===== src/rtl/flash_seq_pkg.sv =====
package flash_seq_pkg;

  typedef enum logic [3:0] {
    SQ_IDLE,
    SQ_CLR,
    SQ_CMD1,
    SQ_CMD2,
    SQ_WAIT,
    SQ_POLL,
    SQ_CLR2,
    SQ_ARRAY,
    SQ_RDBK
  } seq_state_e;

  typedef enum logic [1:0] {
    TL_OK,
    TL_RDBK,
    TL_ERR
  } tail_e;

  typedef enum logic [1:0] {
    BC_IDLE,
    BC_SETUP,
    BC_PULSE,
    BC_HOLD
  } bus_phase_e;

  // Device command codes
  localparam logic [7:0] FC_CLEAR_STATUS  = 8'h50;
  localparam logic [7:0] FC_READ_ARRAY    = 8'hFF;
  localparam logic [7:0] FC_PROG_SETUP    = 8'h40;
  localparam logic [7:0] FC_ERASE_SETUP   = 8'h20;
  localparam logic [7:0] FC_ERASE_CONFIRM = 8'hD0;

  // Status byte decoding
  localparam int         RDY_BIT        = 7;
  localparam logic [7:0] PROG_ERR_MASK  = 8'h18;
  localparam logic [7:0] ERASE_ERR_MASK = 8'h28;
  localparam logic [7:0] ERASE_SEQ_MASK = 8'h30;

endpackage


===== src/rtl/fl_bus_cycle.sv =====
module fl_bus_cycle #(
  parameter int AW        = 20,
  parameter int SETUP_CYC = 1,
  parameter int PULSE_CYC = 2,
  parameter int HOLD_CYC  = 1
) (
  input  logic          clk,
  input  logic          rst_n,
  input  logic          start,
  input  logic          rd,
  input  logic [AW-1:0] addr,
  input  logic [7:0]    wdata,
  output logic          done,
  output logic [7:0]    rdata,
  output logic [AW-1:0] fl_addr,
  output logic [7:0]    fl_dout,
  input  logic [7:0]    fl_din,
  output logic          fl_wr,
  output logic          fl_rd
);
  import flash_seq_pkg::*;

  localparam int MAX_A = (SETUP_CYC > PULSE_CYC) ? SETUP_CYC : PULSE_CYC;
  localparam int MAX_C = (MAX_A > HOLD_CYC) ? MAX_A : HOLD_CYC;
  localparam int CW    = $clog2(MAX_C + 1);
  localparam logic [CW-1:0] SU_L = CW'(SETUP_CYC - 1);
  localparam logic [CW-1:0] PW_L = CW'(PULSE_CYC - 1);
  localparam logic [CW-1:0] HD_L = CW'(HOLD_CYC - 1);

  bus_phase_e    ph;
  logic [CW-1:0] cnt;
  logic          is_rd;

  always_ff @(posedge clk or negedge rst_n) begin
    if (!rst_n) begin
      ph      <= BC_IDLE;
      cnt     <= '0;
      is_rd   <= 1'b0;
      fl_addr <= '0;
      fl_dout <= '0;
      rdata   <= '0;
      done    <= 1'b0;
    end else begin
      done <= 1'b0;
      unique case (ph)
        BC_IDLE: begin
          if (start) begin
            ph      <= BC_SETUP;
            cnt     <= SU_L;
            is_rd   <= rd;
            fl_addr <= addr;
            if (!rd) fl_dout <= wdata;
          end
        end
        BC_SETUP: begin
          if (cnt == '0) begin
            ph  <= BC_PULSE;
            cnt <= PW_L;
          end else begin
            cnt <= cnt - 1'b1;
          end
        end
        BC_PULSE: begin
          if (cnt == '0) begin
            ph  <= BC_HOLD;
            cnt <= HD_L;
            if (is_rd) rdata <= fl_din;
          end else begin
            cnt <= cnt - 1'b1;
          end
        end
        BC_HOLD: begin
          if (cnt == '0) begin
            ph   <= BC_IDLE;
            done <= 1'b1;
          end else begin
            cnt <= cnt - 1'b1;
          end
        end
        default: ph <= BC_IDLE;
      endcase
    end
  end

  assign fl_wr = (ph == BC_PULSE) && !is_rd;
  assign fl_rd = (ph == BC_PULSE) && is_rd;

endmodule


===== src/rtl/fl_wait_timer.sv =====
module fl_wait_timer #(
  parameter int W = 8
) (
  input  logic         clk,
  input  logic         rst_n,
  input  logic         load,
  input  logic [W-1:0] val,
  output logic         expired
);
  logic [W-1:0] cnt;

  always_ff @(posedge clk or negedge rst_n) begin
    if (!rst_n)          cnt <= '0;
    else if (load)       cnt <= val;
    else if (cnt != '0)  cnt <= cnt - 1'b1;
  end

  assign expired = (cnt == '0) && !load;

endmodule


===== src/rtl/fl_status_eval.sv =====
module fl_status_eval (
  input  logic [7:0] status,
  input  logic       erase,
  output logic       ready,
  output logic       fail
);
  import flash_seq_pkg::*;

  logic prog_bad, erase_bad;

  assign ready     = status[RDY_BIT];
  assign prog_bad  = |(status & PROG_ERR_MASK);
  assign erase_bad = (|(status & ERASE_ERR_MASK)) ||
                     ((status & ERASE_SEQ_MASK) == ERASE_SEQ_MASK);
  assign fail      = erase ? erase_bad : prog_bad;

endmodule


===== src/rtl/flash_wsm_seq.sv =====
module flash_wsm_seq #(
  parameter int AW              = 20,
  parameter int SETUP_CYC       = 1,
  parameter int PULSE_CYC       = 2,
  parameter int HOLD_CYC        = 1,
  parameter int POLL_CYC        = 750,
  parameter int ERASE_DWELL_CYC = 50_000_000,
  parameter int SETTLE_CYC      = 150_000_000,
  parameter int PROG_TRIES      = 20,
  parameter int ERASE_TRIES     = 11
) (
  input  logic          clk,
  input  logic          rst_n,
  input  logic          req_valid,
  output logic          req_ready,
  input  logic          req_erase,
  input  logic [AW-1:0] req_addr,
  input  logic [7:0]    req_data,
  output logic          res_valid,
  output logic          res_err,
  output logic [AW-1:0] fl_addr,
  output logic [7:0]    fl_dout,
  input  logic [7:0]    fl_din,
  output logic          fl_wr,
  output logic          fl_rd
);
  import flash_seq_pkg::*;

  localparam int TMAX_A = (POLL_CYC > ERASE_DWELL_CYC) ? POLL_CYC : ERASE_DWELL_CYC;
  localparam int TMAX   = (TMAX_A > SETTLE_CYC) ? TMAX_A : SETTLE_CYC;
  localparam int TW     = $clog2(TMAX + 1);
  localparam int NMAX   = (PROG_TRIES > ERASE_TRIES) ? PROG_TRIES : ERASE_TRIES;
  localparam int NW     = $clog2(NMAX + 1);

  localparam logic [TW-1:0] POLL_V   = TW'(POLL_CYC);
  localparam logic [TW-1:0] DWELL_V  = TW'(ERASE_DWELL_CYC);
  localparam logic [TW-1:0] SETTLE_V = TW'(SETTLE_CYC);
  localparam logic [NW-1:0] PT_LAST  = NW'(PROG_TRIES - 1);
  localparam logic [NW-1:0] ET_LAST  = NW'(ERASE_TRIES - 1);

  seq_state_e    st, wait_to;
  tail_e         tail;
  logic          op_erase;
  logic [AW-1:0] t_addr;
  logic [7:0]    t_data;
  logic [7:0]    status_q;
  logic [NW-1:0] att;
  logic          launched;
  logic          tmr_load;
  logic [TW-1:0] tmr_val;
  logic          tmr_expired;

  logic          bus_state, bus_start, bus_rd, bus_done;
  logic [7:0]    bus_wdata, bus_rdata;
  logic          st_ready, st_fail;
  logic          last_att;

  // Command selection per state
  always_comb begin
    bus_state = 1'b1;
    bus_rd    = 1'b0;
    bus_wdata = FC_CLEAR_STATUS;
    unique case (st)
      SQ_CLR, SQ_CLR2: bus_wdata = FC_CLEAR_STATUS;
      SQ_CMD1:         bus_wdata = op_erase ? FC_ERASE_SETUP : FC_PROG_SETUP;
      SQ_CMD2:         bus_wdata = op_erase ? FC_ERASE_CONFIRM : t_data;
      SQ_ARRAY:        bus_wdata = FC_READ_ARRAY;
      SQ_POLL, SQ_RDBK: bus_rd   = 1'b1;
      default:         bus_state = 1'b0;
    endcase
  end

  assign bus_start = bus_state && !launched;
  assign last_att  = op_erase ? (att == ET_LAST) : (att == PT_LAST);
  assign req_ready = (st == SQ_IDLE);

  fl_bus_cycle #(
    .AW(AW), .SETUP_CYC(SETUP_CYC), .PULSE_CYC(PULSE_CYC), .HOLD_CYC(HOLD_CYC)
  ) u_bus (
    .clk(clk), .rst_n(rst_n), .start(bus_start), .rd(bus_rd),
    .addr(t_addr), .wdata(bus_wdata), .done(bus_done), .rdata(bus_rdata),
    .fl_addr(fl_addr), .fl_dout(fl_dout), .fl_din(fl_din),
    .fl_wr(fl_wr), .fl_rd(fl_rd)
  );

  fl_wait_timer #(.W(TW)) u_tmr (
    .clk(clk), .rst_n(rst_n), .load(tmr_load), .val(tmr_val),
    .expired(tmr_expired)
  );

  fl_status_eval u_eval (
    .status(status_q), .erase(op_erase), .ready(st_ready), .fail(st_fail)
  );

  always_ff @(posedge clk or negedge rst_n) begin
    if (!rst_n) begin
      st        <= SQ_IDLE;
      wait_to   <= SQ_POLL;
      tail      <= TL_OK;
      op_erase  <= 1'b0;
      t_addr    <= '0;
      t_data    <= '0;
      status_q  <= '0;
      att       <= '0;
      launched  <= 1'b0;
      tmr_load  <= 1'b0;
      tmr_val   <= '0;
      res_valid <= 1'b0;
      res_err   <= 1'b0;
    end else begin
      res_valid <= 1'b0;
      res_err   <= 1'b0;
      tmr_load  <= 1'b0;
      if (bus_start)     launched <= 1'b1;
      else if (bus_done) launched <= 1'b0;

      unique case (st)
        SQ_IDLE: begin
          if (req_valid) begin
            op_erase <= req_erase;
            t_addr   <= req_addr;
            t_data   <= req_data;
            att      <= '0;
            st       <= SQ_CLR;
          end
        end
        SQ_CLR:  if (bus_done) st <= SQ_CMD1;
        SQ_CMD1: if (bus_done) st <= SQ_CMD2;
        SQ_CMD2: begin
          if (bus_done) begin
            st       <= SQ_WAIT;
            tmr_load <= 1'b1;
            tmr_val  <= op_erase ? DWELL_V : POLL_V;
            wait_to  <= SQ_POLL;
          end
        end
        SQ_WAIT: if (tmr_expired) st <= wait_to;
        SQ_POLL: begin
          if (bus_done) begin
            status_q <= bus_rdata;
            if (bus_rdata[RDY_BIT]) begin
              st <= SQ_CLR2;
            end else begin
              st       <= SQ_WAIT;
              tmr_load <= 1'b1;
              tmr_val  <= POLL_V;
              wait_to  <= SQ_POLL;
            end
          end
        end
        SQ_CLR2: begin
          if (bus_done) begin
            if (st_ready && !st_fail) begin
              st   <= SQ_ARRAY;
              tail <= TL_OK;
            end else if (!op_erase) begin
              st   <= SQ_ARRAY;
              tail <= TL_RDBK;
            end else if (last_att) begin
              st   <= SQ_ARRAY;
              tail <= TL_ERR;
            end else begin
              att      <= att + 1'b1;
              st       <= SQ_WAIT;
              tmr_load <= 1'b1;
              tmr_val  <= SETTLE_V;
              wait_to  <= SQ_CLR;
            end
          end
        end
        SQ_ARRAY: begin
          if (bus_done) begin
            if (tail == TL_RDBK) begin
              st <= SQ_RDBK;
            end else begin
              res_valid <= 1'b1;
              res_err   <= (tail == TL_ERR);
              st        <= SQ_IDLE;
            end
          end
        end
        SQ_RDBK: begin
          if (bus_done) begin
            if ((bus_rdata != FC_READ_ARRAY) || last_att) begin
              res_valid <= 1'b1;
              res_err   <= 1'b1;
              st        <= SQ_IDLE;
            end else begin
              att <= att + 1'b1;
              st  <= SQ_CLR;
            end
          end
        end
        default: st <= SQ_IDLE;
      endcase
    end
  end

endmodule


===== config.mk =====
export PLATFORM = sky130hd
export DESIGN_NAME = flash_wsm_seq
export DESIGN_NICKNAME = d
export VERILOG_FILES = /design/src/rtl/flash_seq_pkg.sv /design/src/rtl/fl_bus_cycle.sv /design/src/rtl/fl_wait_timer.sv /design/src/rtl/fl_status_eval.sv /design/src/rtl/flash_wsm_seq.sv
export SDC_FILE = /design/constraint.sdc
export NUM_CORES = 1
export LEC_CHECK = 0
export ABC_AREA = 1
export BUFFER_PORTS_ARGS = -buffer_cell sky130_fd_sc_hd__buf_2
export CORE_ASPECT_RATIO = 1.2
export CORE_MARGIN = 5
export CORE_UTILIZATION = 61
export CTS_CLUSTER_SIZE = 40
export DETAILED_ROUTE_END_ITERATION = 8
export GPL_ROUTABILITY_DRIVEN = 0
export PLACE_DENSITY_LB_ADDON = 0.2
export SYNTH_ARGS = -nofsm -noshare
export SYNTH_HDL_FRONTEND = slang
export SYNTH_HIERARCHICAL = 1
export SYNTH_SLANG_ARGS = --single-unit

===== constraint.sdc =====
create_clock -name clk -period 2.6 [get_ports clk]
set_input_delay 0 -clock clk [delete_from_list [all_inputs] [get_ports clk]]
set_output_delay 0 -clock clk [all_outputs]
set_load 0.01 [all_outputs]

==> results of run 1 <==
==> report_power, final <==
| part | total, uW | internal (uW) | switching [uW] |
|---|---|---|---|
| Combinational | 3560 | 1510 | 2050 |
| Clock | 2140 | 1230 | 906 |
| Sequential | 3560 | 2790 | 773 |
| Total | 9260 | 5540 | 3730 |
==> metrics by stage <==
step / setup WS [ns] / area, um^2
after floorplan: 0.872 / 6730
after global placement: 0.681 / 7180
after detailed placement: 0.645 / 7180
after CTS: 0.585 / 8100
after global routing: 0.404 / 8100
final: 0.558 / 8100
==> final timing paths <==
kind                            start               end  slack (ns)  cells past startpoint
setup / recovery                st[0]  u_bus/fl_addr[7]        0.56                      9
hold / removal                  rst_n             st[2]         0.1                      2
setup reg to reg                st[0]  u_bus/fl_addr[7]        0.56                      9
hold reg to reg            tmr_val[7]        tmr_val[7]        0.47                      2
max in group asynchronous       rst_n     u_tmr/cnt[26]        1.66                      4
min in group clk            req_valid            att[3]        0.25                      6
==> timing repair <==
action,CTS,global route
hold buffers,38,0
endpoints found under the hold margin,123,0
resized for setup,0,0
==> per-layer routing <==
metal / GRT usage [%] / part of all wire [%]
met5: 0 / 0
met4: 9.83 / 2.4
met3: 4.87 / 5.3
met2: 46.0 / 53
met1: 29.7 / 40
==> area by class of cell <==
type	instances	area, um^2	area share [%]
Multi-Input combinational cell	572	3150	38.9
Clock inverter	14	111	1.37
Clock buffer	18	429	5.30
Tap cell	132	165	2.04
Timing Repair Buffer	118	816	10.1
Inverter	86	323	3.98
Sequential cell	124	3100	38.3
==> registers in the layout, summed over array words and instances (netlist names), 2 cells and up <==
register and count:
att 5, st 4, status_q 4, t_addr 20, t_data 8, tail 2
tmr_val 5, u_bus/cnt 2, u_bus/fl_addr 20, u_bus/fl_dout 8, u_bus/ph 2, u_bus/rdata 8
u_tmr/cnt 28
==> results.md, run 1 <==
- The run finished with clean final reports.
- The kind of cell adding the most delay to the critical path is simple AND/OR/NAND/NOR gates.
- For this run, the slowest stage of the critical path takes 0.47 ns.
- The total placed cells including tap cells is approximately 990.
- From synthesis to final layout, the design area changed by 20.8%.
- After layout, the minimum clock period comes to ~2.0 ns.
- After detailed routing, the average wire length per cell comes to roughly 15 um.
- The wire length of the first global-routing pass is around 27000 um.
- Synthesis produced a netlist whose cell count is 795.
- The number of buffers and inverters on the critical path is 2.
- The via count of the first global-routing pass is about 6000.
- The static leakage is 0.00428 uW.
- The ratio of total power to cell area is roughly 1100 mW/mm^2.
- The count of TritonRoute iterations in the first routing pass is 5.
- The overall power after layout is roughly 9000 uW.
- The total wire length is between 15000 and 20000 um.
- The class of the tightest hold or removal check is primary input to asynchronous set/reset pin.
- The total count of max-transition violations in the final report was 0.
- The number of standard cells in the layout, taps in and fillers out is 1064.
- 0 antenna diodes ended up in the layout.
- The buffer depth of the longest clock path is 2.
- TritonCTS built the clock tree.
- The width of the chip is between 100 and 150 um.
- Clock tree synthesis inserted a total of 17 buffers.
- Setup violations remaining at the end of the flow were counted as 0.
- The number of antenna violations at the first check in global routing was 0.
- Adding up every negative setup slack in the final design gives 0 ns.
- The final-report hold violation count came to 0.
- The share of layout cells above drive strength 1 is a little under a quarter.
- The class of the most critical setup path is flip-flop to flip-flop.
- The worst path uses between 70% and 80% of the clock period.
- The clock reaches the later pin of the worst-skew pair after between 0.4 and 0.5 ns.
- The die outline area is about 0.013 mm^2.
- Clock-pin slew was measured on the worst setup and hold paths at approximately 0.060 ns.
- After floorplanning, the core was sized to cover between 0.01 and 0.015 mm^2.
- The number of filler instances in the final layout is roughly 760.
- The library cell used most frequently in the layout, excluding fill and tap cells, is sky130_fd_sc_hd__nand2_1.
- The die span in y is 125 um.
- The total of max-cap violations is 0.
- The slew at the pin closest to its max-slew limit is roughly 0.56 ns.
- The count of clock tree sinks is roughly 120.
- The total I/O pin count is between 70 and 80.
- For this run, the number of Yosys warnings is 6.
- Once the floorplan was initialized, standard cells occupied about three fifths of the core.
- The data arrival at the endpoint of the critical path is approximately 2.4 ns.
- STA classifies the critical path startpoint as a flip-flop.
- Traced cell by cell, the critical path runs through nor2_4 > nand2_1 > nand2_1 > o21ai_0 > inv_1 > nand2_2 > inv_2 > nand2_1 > nand2_1.
- The number of DRC violations after detailed-routing iteration 0 is between 300 and 400.
- Setup repair after global routing left no endpoint under its margin.
- Post-CTS timing repair inserted 0 buffers for setup.
- The largest individual stage delay along the critical path comes from the cell sky130_fd_sc_hd__dfrtp_1.
- At the end of the flow, the number of nets in the layout was 972.
- The depth of the CTS H-tree is 4.
- The remaining antenna violation count after routing is 0.
- The maximum fanout along the worst path is 21.
- The average cell area after synthesis is approximately 8.4 um^2.
- The via count is between 5000 and 6000.
- Global routing used about a quarter of the available tracks across all layers.
- The leftover overflow at the end of global routing is 0.
- The highest clock rate is ~490 MHz.
- The netlist area before placement is 0.00670 mm^2.
- The most prevalent standard cell on the critical path is sky130_fd_sc_hd__nand2_1.
- The initialized floorplan defines 42 standard-cell rows.
- On the final layout, the worst hold slack is between 0.09 and 0.1 ns.
- The worst setup path is captured at a flip-flop.
- The HPWL after detailed placement is 11000 um.
- The average vias per placed instance is 5.31.
- Leaving out fill and tap cells, the most frequent cells in the layout are sky130_fd_sc_hd__nand2_1 (244), sky130_fd_sc_hd__dfrtp_1 (123), sky130_fd_sc_hd__nor2_1 (91).
- For the worst setup path, the data required time is a little under 3 ns.
- CTS placed an instance of sky130_fd_sc_hd__clkbuf_16 at the clock tree root.
- The remaining max-slew budget at the tightest pin is 62.8%.
- The worst vdd rail ir drop is between 0.0007 and 0.0008 V.
- In the routed design, unresolved DRC markers number 0.
- Port buffering added just over 70 buffers.
- Across the routed clock network, the largest skew measured is approximately 0.011 ns.
- At the end of the flow the core is filled with cells to 74.5%.
- Entering global routing, the biggest net connects 59 pins.
Power figures use the tool's default switching activity.
==> run 2, diff against run 1 <==
Settings changed: CORE_UTILIZATION 61 to 54.
Clock period 2.6 ns to 1.7 ns, I/O delays scaled along.
==> run 2 against run 1 <==
Against the previous run: routed wire length is 3.4% higher; sequential share of layout area shrank 2.5 points; worst hold slack gained 0.11 ns; maximum frequency is 23% higher; via count increased by 2.6%; critical path depth shrank 2; clock skew fell by 0.0031 ns; critical path type unchanged.
==> results.md, run 2 (synthesis results as in run 1) <==
- The via count of the first global-routing pass is 5866 (-1.4%).
- The final core utilization is 71.8% (-2.7 points).
- The final period demand of the worst path came to 1.66 ns (-0.382 ns).
- The register with the most flip-flops in the final layout is u_tmr/cnt.
- The number of buffers added by the clock tree synthesis step is 17 (unchanged).
- The critical path required time came to 2.00 ns (-0.94 ns).
- The clock-pin transition on the worst setup and hold timing paths is 0.06 ns (about the same).
- In this run the critical register-to-register path is captured at t_addr[3].
- The total I/O pin count is 73 (unchanged).
- The class of the most critical setup path is flip-flop to flip-flop.
- The count of cells along the worst register-to-register path is 7 (-2).
- The placed wire-length estimate is 10800 um (-1.2%).
- The run finished with clean final reports.
- The count of clock tree sinks came to 124 (unchanged).
- The post-route DRC violation count is 0 (unchanged).
- The share of layout cells above drive strength 1 is 29.6% (+7.0 points).
- The total wire length is 16500 um (+3.4%).
- The average vias per placed instance was 5.09 (-4.1%).
- The static leakage is 0.00457 uW (+6.9%).
- The ratio of total power to cell area is 1770 mW/mm^2 (+54%).
- The initial standard-cell utilization of the core is 55.4% (-6.3 points).
- The number of setup violations in the final report is 0 (unchanged).
- Traced cell by cell, the critical path runs through nor2_4 > buf_4 > inv_2 > nor2_4 > nand2_4 > buf_12 > mux2_4.
- The area of the core is 0.0121 mm^2 (+11%).
- The floorplan row count came to 44 (+4.8%).
- The clock tree root buffer cell is sky130_fd_sc_hd__clkbuf_16.
- The die span in y was 132 um (+5.8%).
- Compared with the post-synthesis result, the final layout area differs by 29.7%.
- Setup repair after global routing could not meet its margin everywhere.
- The number of filler instances in the final layout came to 885 (+16%).
- The worst vdd rail ir drop is 0.00117 V (+66%).
- The cell with the largest stage delay on the worst path is sky130_fd_sc_hd__dfrtp_2.
- The slew at the pin closest to its max-slew limit came to 0.664 ns (+0.106 ns).
- The number of antenna violations at the first check in global routing is 1 (+1).
- The type of element launching the critical path is a flip-flop.
- The largest clock skew in the final design was 0.00754 ns (-0.00309 ns).
- The count of TritonRoute iterations in the first routing pass is 5 (unchanged).
- In this run the worst hold path is classified as primary input to asynchronous set/reset pin.
- The leading cell type in the layout, fill and taps excluded is sky130_fd_sc_hd__nand2_1.
- The buffer depth of the longest clock path was 2 (unchanged).
- The total count of max-transition violations in the final report is 0 (unchanged).
- The post-route worst hold slack was 0.211 ns (+0.114 ns).
- The routed length per placed instance was 14.5 um (-3.3%).
- The maximum cell stage delay along the critical path is 0.43 ns (-0.04 ns).
- The final-report hold violation count came to 0 (unchanged).
- The largest net degree at the start of global routing is 125 (+110%).
- The highest clock rate is 602 MHz (+23%).
- The flip-flop count of the largest register, all copies and words added is 28 (unchanged).
- The remaining antenna violation count after routing is 0 (unchanged).
- The number of DRC violations after detailed-routing iteration 0 is 384 (+27%).
- The die outline area is 0.0148 mm^2 (+12%).
- The portion of the clock cycle consumed by the worst path in the final layout is 97.7% (+19 points).
- The startpoint identified for the worst register-to-register timing path is st[0].
- The data arrival at the endpoint of the critical path came to 1.96 ns (-0.42 ns).
- The maximum fanout along the worst path is 28 (+33%).
- The total of buffers placed on input and output ports is 72 (unchanged).
- The depth of the CTS H-tree is 4 (unchanged).
- In the final layout, the registers with the most flip-flops are u_tmr/cnt x28, t_addr x20, u_bus/fl_addr x20.
- The total of max-cap violations was 0 (unchanged).
- The leftover overflow at the end of global routing is 0 (unchanged).
- The clock latency of the later-clocked register in the worst-skew pair is 0.42 ns (about the same).
- The layout net count is 1016 (+4.5%).
- TritonCTS built the clock tree.
- The via count is 5796 (+2.6%).
- The width of the chip was 112 um (+5.7%).
- The remaining max-slew budget at the tightest pin is 55.7% (-7.1 points).
- The setup slack of the worst register-to-register path is 0.04 ns (-0.52 ns).
- The most prevalent standard cell on the critical path is sky130_fd_sc_hd__nor2_4.
- Leaving out fill and tap cells, the most frequent cells in the layout are sky130_fd_sc_hd__nand2_1 (237), sky130_fd_sc_hd__dfrtp_1 (117), sky130_fd_sc_hd__nor2_1 (79).
- The kind of capture point of the worst setup path is a flip-flop.
- The wire length of the first global-routing pass is 27200 um (-0.58%).
- The all-layer global routing usage is 22.4% (-3.1 points).
-- run 2: changes by cell type in the layout (fill, tap and decap cells not counted), sizes merged --
cell | before | now
buf | 80 | 123
diode | 0 | 1
bufinv | 0 | 1
dlygate4sd3 | 38 | 39
inv | 91 | 90
clkinvlp | 3 | 0
clkbuf | 18 | 21
-- run 2: worst max-delay path, delay by kind of cell, from the launching register on --
family / cells / cell delay (ns)
flip-flops: 1 / 0.43
AND/OR/NAND/NOR: 3 / 0.40
buffers and inverters: 3 / 0.37
multiplexers: 1 / 0.33
-- run 2: layout make-up --
type,instances,area (um^2),area share [%]
clock inverter,11,106,1.22
multi-input combinational,572,3280,37.7
tap,161,201,2.32
antenna,1,2.50,0.0288
clock buffer,21,480,5.52
sequential,124,3110,35.8
inverter,86,328,3.77
timing repair buffer,162,1190,13.7
-- run 2: routing by layer --
metal	up-vias	wire length (um)	global-route usage [%]	part of all wire [%]
met3	31	700	5.42	4.3
met1	2777	6620	25.9	40
met2	150	8820	40.1	54
met4	0	300	8.25	1.8
li1	2838	-	-	-
met5	-	0	0	0
-- run 2: worst max-delay path by stage --
| stage | to | start | depth (start not counted) | slack [ns] |
|---|---|---|---|---|
| 4_1_cts | u_tmr/cnt[1] | u_tmr/cnt[23] | 9 | -0.003 |
| 2_1_floorplan | st[2] | u_tmr/cnt[1] | 11 | 0.02 |
| 3_5_place_dp | u_bus/is_rd | st[1] | 11 | -0.07 |
| 5_1_grt | st[2] | u_tmr/cnt[1] | 10 | -0.05 |
| 3_3_place_gp | u_bus/is_rd | st[1] | 11 | 0.03 |
| 6_report | t_addr[3] | st[0] | 7 | 0.04 |
-- run 2: stage by stage --
stage | power, uW | worst slack [ns] | setup TNS, ns | instance area [um^2] | std cells
global route | 16400 | -0.0528 | -0.512 | 8700 | 1138
global placement | 10900 | 0.0304 | 0 | 7480 | 1053
detailed placement | 11200 | -0.0686 | -0.480 | 7480 | 1053
floorplan | 9280 | 0.0190 | 0 | 6730 | 802
finish | 15400 | 0.0398 | 0 | 8700 | 1138
CTS | 14900 | -0.00341 | -0.00341 | 8470 | 1124
-- run 2: power breakdown --
group / total (uW) / leakage, uW / switching (uW) / internal (uW)
registers: 5420 / 0.00153 / 1130 / 4280
logic: 6410 / 0.00275 / 3490 / 2920
clock network: 3520 / 0.000295 / 1340 / 2180
total: 15400 / 0.00457 / 5970 / 9380
-- run 2: what timing repair did --
item                                    in CTS  in global routing
endpoints found under the setup margin      25                 58
gates resized for setup                      4                 43
pin swaps                                    1                 18
hold buffers                                39                  0
buffers inserted                             0                 12
cloned                                       0                  1
endpoints found under the hold margin      160                  0
